==> config.mk <==
export PLATFORM = sky130hd
export DESIGN_NAME = dma_run_ctrl
export DESIGN_NICKNAME = d
export VERILOG_FILES = /design/src/rtl/dma_run_pkg.sv /design/src/rtl/dma_run_cfg.sv /design/src/rtl/dma_run_blk.sv /design/src/rtl/dma_run_ctrl.sv
export SDC_FILE = /design/constraint.sdc
export NUM_CORES = 1
export LEC_CHECK = 0
export BUFFER_PORTS_ARGS = -buffer_cell sky130_fd_sc_hd__buf_2
export CORE_UTILIZATION = 55
export CTS_CLUSTER_DIAMETER = 150
export DETAILED_ROUTE_END_ITERATION = 10
export PLACE_DENSITY = 0.86
export SYNTH_ARGS = -nofsm -noshare
export SYNTH_HDL_FRONTEND = slang
export SYNTH_SLANG_ARGS = --single-unit
==> constraint.sdc <==
create_clock -name clk -period 3.64 [get_ports clk]
set_clock_uncertainty 0.15 [all_clocks]
set_input_delay 0.182 -clock clk [delete_from_list [all_inputs] [get_ports clk]]
set_output_delay 0.182 -clock clk [all_outputs]
set_load 0.01 [all_outputs]
==> src/rtl/dma_run_pkg.sv <==
`timescale 1ns/1ps
package dma_run_pkg;

    typedef enum logic {
        REQ_AUTO = 1'b0,
        REQ_EXT  = 1'b1
    } req_mode_e;

    typedef enum logic {
        XM_SINGLE = 1'b0,
        XM_BLOCK  = 1'b1
    } xfer_mode_e;

    typedef struct packed {
        req_mode_e  req;
        xfer_mode_e shape;
    } chan_mode_t;

    localparam chan_mode_t MODE_RESET = '{req: REQ_AUTO, shape: XM_SINGLE};

    function automatic logic halt_any(input logic abort_l, input logic ovf_l,
                                      input logic nmi_l, input logic stby_l);
        return abort_l | ovf_l | nmi_l | stby_l;
    endfunction

endpackage

==> src/rtl/dma_run_cfg.sv <==
`timescale 1ns/1ps
module dma_run_cfg
    import dma_run_pkg::*;
#(
    parameter int CNT_W = 8
) (
    input  logic             clk,
    input  logic             rst,
    input  logic             load,
    input  chan_mode_t       mode_in,
    input  logic [CNT_W-1:0] cnt_in,
    input  logic             dec,
    output chan_mode_t       mode,
    output logic [CNT_W-1:0] cnt,
    output logic             last
);
    localparam logic [CNT_W-1:0] ONE = CNT_W'(1);

    always_ff @(posedge clk) begin
        if (rst) begin
            mode <= MODE_RESET;
            cnt  <= '0;
        end else if (load) begin
            mode <= mode_in;
            cnt  <= cnt_in;
        end else if (dec && cnt != '0) begin
            cnt <= cnt - ONE;
        end
    end

    assign last = dec && (cnt == ONE);

endmodule

==> src/rtl/dma_run_blk.sv <==
`timescale 1ns/1ps
module dma_run_blk #(
    parameter int BLK_W = 4
) (
    input  logic             clk,
    input  logic             rst,
    input  logic             load,
    input  logic [BLK_W-1:0] len_in,
    input  logic             blk_mode,
    input  logic             xfer,
    input  logic             kill,
    output logic             in_blk,
    output logic             blk_end,
    output logic             busy_next
);
    localparam logic [BLK_W-1:0] ONE = BLK_W'(1);

    logic [BLK_W-1:0] len_q;
    logic [BLK_W-1:0] left_q;
    logic [BLK_W-1:0] len_eff;

    always_comb begin
        len_eff   = (len_q == '0) ? ONE : len_q;
        in_blk    = (left_q != '0);
        blk_end   = blk_mode && xfer && (in_blk ? (left_q == ONE) : (len_eff == ONE));
        busy_next = blk_mode && (in_blk ? (left_q > ONE) : (xfer && len_eff > ONE));
    end

    always_ff @(posedge clk) begin
        if (rst) begin
            len_q  <= '0;
            left_q <= '0;
        end else begin
            if (load) len_q <= len_in;
            if (kill) begin
                left_q <= '0;
            end else if (blk_mode && xfer) begin
                left_q <= in_blk ? (left_q - ONE) : (len_eff - ONE);
            end
        end
    end

endmodule

==> src/rtl/dma_run_ctrl.sv <==
`timescale 1ns/1ps
module dma_run_ctrl
    import dma_run_pkg::*;
#(
    parameter int CNT_W = 8,
    parameter int BLK_W = 4
) (
    input  logic             clk,
    input  logic             rst,
    input  logic             sw_we,
    input  logic             sw_run,
    input  logic             sw_ext_mode,
    input  logic             sw_blk_mode,
    input  logic [CNT_W-1:0] sw_count,
    input  logic [BLK_W-1:0] sw_blk_len,
    input  logic             ext_req,
    input  logic             ext_abort,
    input  logic             rpt_ovf,
    input  logic             nmi,
    input  logic             standby,
    output logic             xfer_stb,
    output logic             run_flag,
    output logic             done_pulse,
    output logic [CNT_W-1:0] count_rd,
    output logic             ext_mode_rd,
    output logic             blk_mode_rd
);
    logic       run_q, stop_q, done_q;
    logic       kill, load, dec, cnt_last;
    logic       in_blk, blk_end, busy_next;
    logic       is_blk, may_start;
    chan_mode_t mode_in, mode;

    assign kill    = halt_any(ext_abort, rpt_ovf, nmi, standby);
    assign load    = sw_we && !run_q;
    assign mode_in = '{req: req_mode_e'(sw_ext_mode), shape: xfer_mode_e'(sw_blk_mode)};
    assign is_blk  = (mode.shape == XM_BLOCK);

    always_comb begin
        may_start = !stop_q && ((mode.req == REQ_AUTO) || ext_req);
        xfer_stb  = !kill && run_q && (in_blk || may_start);
        dec       = is_blk ? blk_end : xfer_stb;
    end

    dma_run_cfg #(.CNT_W(CNT_W)) cfg_i (
        .clk     (clk),
        .rst     (rst),
        .load    (load),
        .mode_in (mode_in),
        .cnt_in  (sw_count),
        .dec     (dec),
        .mode    (mode),
        .cnt     (count_rd),
        .last    (cnt_last)
    );

    dma_run_blk #(.BLK_W(BLK_W)) blk_i (
        .clk       (clk),
        .rst       (rst),
        .load      (load),
        .len_in    (sw_blk_len),
        .blk_mode  (is_blk),
        .xfer      (xfer_stb),
        .kill      (kill),
        .in_blk    (in_blk),
        .blk_end   (blk_end),
        .busy_next (busy_next)
    );

    always_ff @(posedge clk) begin
        if (rst) begin
            run_q  <= 1'b0;
            stop_q <= 1'b0;
            done_q <= 1'b0;
        end else begin
            done_q <= 1'b0;
            if (kill) begin
                run_q  <= 1'b0;
                stop_q <= 1'b0;
            end else if (run_q && cnt_last) begin
                run_q  <= 1'b0;
                stop_q <= 1'b0;
                done_q <= 1'b1;
            end else if (run_q && stop_q && blk_end) begin
                run_q  <= 1'b0;
                stop_q <= 1'b0;
            end else if (sw_we && run_q && !sw_run) begin
                if (busy_next) begin
                    stop_q <= 1'b1;
                end else begin
                    run_q  <= 1'b0;
                    stop_q <= 1'b0;
                end
            end else if (load && sw_run && sw_count != '0) begin
                run_q <= 1'b1;
            end
        end
    end

    assign run_flag    = run_q;
    assign done_pulse  = done_q;
    assign ext_mode_rd = (mode.req == REQ_EXT);
    assign blk_mode_rd = is_blk;

endmodule

==> results.md <==
- Status: finished, final reports clean
- Clock insertion delay at the later pin of the skew report: 0.30 ns
- Hold_buf cts: 6
- Slew @ Worst Pin: 0.7651 ns
- Most frequent cell after synthesis: nand2_1
- Die height: 51.52 microns
- Antenna Nets Post-Route: 0
- Fill count: 200
- Synthesized Nets: 202
- Fraction of registers with async set/reset: 0%
- Buffers added on ports: 35
- Synth unique cells: 44
- Setup crit start kind: flip-flop
- Post-Syn Instances: 173
- Hold Slack: 0.01570 ns
- Dpl hpwl: 2.460 mm
- Worst-case clock buffer depth: 2
- CTS Buf Count: 3
- DRC viols: 0
- Normalized max-slew margin: 48.52%
- Die Wd: 51.52 microns
- Synthesized cell area: 1349 sq um
- Io pins: 36
- Die area: 2654 sq um
- Worst setup EP type: flip-flop
- DR iter-0 viols: 53
- Synth cell count leaders: 26 x nand2_1, 21 x dfxtp_1, 18 x nor2_1
- Starting Density: 59.82%
- Final critical-path required period: 2.814 ns
- Gr ovfl total: 0
- Area delta synth->final: 19.39%
- Top post-synthesis cells by area: dfxtp_1 31%, nand2_1 7.2%, ha_1 5.6%
- Period utilization: 77.32%
- Synth top area share: 31.17%
- Number of global-route vias before repair: 1295
- Clock tree root buffer cell: clkbuf_4
- Main synth FF type: dfxtp_1
- CP Class: flip-flop to flip-flop
- Setup violations, final: 0
- CP Data Arrival Time: 2.88 ns
- Share of cells above drive strength 1: 23.70%
- First-pass GRT wire length: 5.595 mm
- Max-cap violations: 0
- Row cnt: 17
- EDFF count, synth: 0
- Setup TNS: 0 ns
- Fmax: 355.3 MHz
- Pwr dens: 291.5 nW/um^2
- Hold Vio Cnt, Final: 0
- P_leak: 0.0006532 uW
- Global Route Usage Sum: 27.59%
- Post-CTS Setup Repair Bufs: 0
- Crit path max fanout: 13
- Diode count: 0
- CTS sink cnt: 21
- # resized after CTS: 0
- Final core occ: 71.42%
- First drt pass iteration count: 4
- # H-tree levels: 1
- CP required: 3.70 ns
- NumNets Final: 241
- Syn avg cell area: 7.796 sq um
- Worst hold path type: input pin to flip-flop
- Wirelength, routed: 3.310 mm
- Vias post-DR: 1421
- Final Max Tran Viols: 0
- RSZ-0062 raised after global routing: no
- Final GP Congestion: 0.8507
- CORE AREA: 2255 sq um
- Maximum vdd drop: 0.2601 mV
- Synth warn: 0
- Detail-routed net length per standard cell: 13.85 microns
- CTS tree: built
- Worst-path clk slew: 0.12 ns
- Largest net degree at the start of global routing: 22
- Post-synthesis sequential area ratio: 31.17%
- Via density: 5.946
- Synth area leader: dfxtp_1
- Yosys reg bits: 21
- Antenna violations before repair: 0
[area by class of cell]
class	instances	area (sq um)	share of cell area [%]
Clock buffer	4	26.28	1.632
Inverter	10	37.54	2.331
Multi-Input combinational cell	135	855.8	53.15
Sequential cell	21	420.4	26.11
Tap cell	28	35.03	2.176
Timing Repair Buffer	41	235.2	14.61
[registers in the layout, indices dropped and copies added (netlist names)]
signal	count
stop_q	1
run_flag	1
done_pulse	1
cfg_i.mode	2
blk_i.left_q	4
cfg_i.cnt	8
blk_i.len_q	4
[final timing paths]
check	slack, ns	start	cells after the start	endpoint
max	0.83	blk_i.len_q[2]$_SDFFE_PP0P_	8	cfg_i.cnt[2]$_SDFFE_PP0P_
min	0.02	sw_count[0]	3	cfg_i.cnt[0]$_SDFFE_PP0P_
max reg2reg	0.83	blk_i.len_q[2]$_SDFFE_PP0P_	8	cfg_i.cnt[2]$_SDFFE_PP0P_
min reg2reg	0.34	blk_i.len_q[0]$_SDFFE_PP0P_	2	blk_i.len_q[0]$_SDFFE_PP0P_
[power breakdown]
part / internal (uW) / leakage, uW / switching, uW
clock network: 42.6 / 0.0000150 / 68.9
registers: 240 / 0.000172 / 12.4
logic: 49.0 / 0.000466 / 56.5
[layer usage]
metal | up-vias | GRT usage [%] | wire, microns
met1 | 654 | 36.59 | 1528
met4 | 0 | 9.910 | 33
li1 | 709 | - | -
met3 | 4 | 2.924 | 172
met2 | 54 | 46.10 | 1576
met5 | - | 0 | 0
[placed cells by master, fill, tap and decap left out, types with 2 or more instances in the layout]
master         instances
a21oi_1               11
a311oi_1               8
a31oi_1                2
and2_2                 2
buf_2                 35
clkbuf_4               3
dfxtp_1               21
dlygate4sd3_1          6
ha_1                   6
inv_1                 10
mux2i_1                2
nand2_1               26
nand2b_1               2
nand3_1                3
nand4_1                4
nor2_1                18
nor2b_1                4
nor3_1                 5
nor4_1                 6
nor4b_1                2
o21ai_0                5
or2_2                  3
or3_1                  3
or4_1                  3
[cell families after synthesis]
| group | synth area share [%] |
|---|---|
| and+or+nand+nor | 34.23 |
| AOI/OAI and AO/OA | 21.52 |
| DFF | 31.17 |
| buffers and inverters | 5.380 |
| adders and majority gates | 5.566 |
| muxes | 1.484 |
| xor gates and xnor gates | 0.6495 |
[critical path, stage by stage (launching register included)]
cell and delay, ns:
dfxtp_1 0.37, nor3_1 0.18, or2_2 0.15, ha_1 0.13
or3b_4 0.40, a211oi_4 0.30, o211ai_2 0.24, or4_1 0.53
a311oi_1 0.28
[through the flow]
| step | cells | setup slack [ns] | instance area [sq um] | total power, uW |
|---|---|---|---|---|
| after floorplan | 173 | 1.171 | 1349 | 320.5 |
| after global placement | 229 | 0.9638 | 1524 | 352.7 |
| after detailed placement | 229 | 0.7981 | 1524 | 356.1 |
| after CTS | 239 | 0.8023 | 1610 | 470.9 |
| after global routing | 239 | 0.6461 | 1610 | 497.1 |
| final | 239 | 0.8256 | 1610 | 469.4 |
Note: power is estimated with default switching activity, not from simulation.
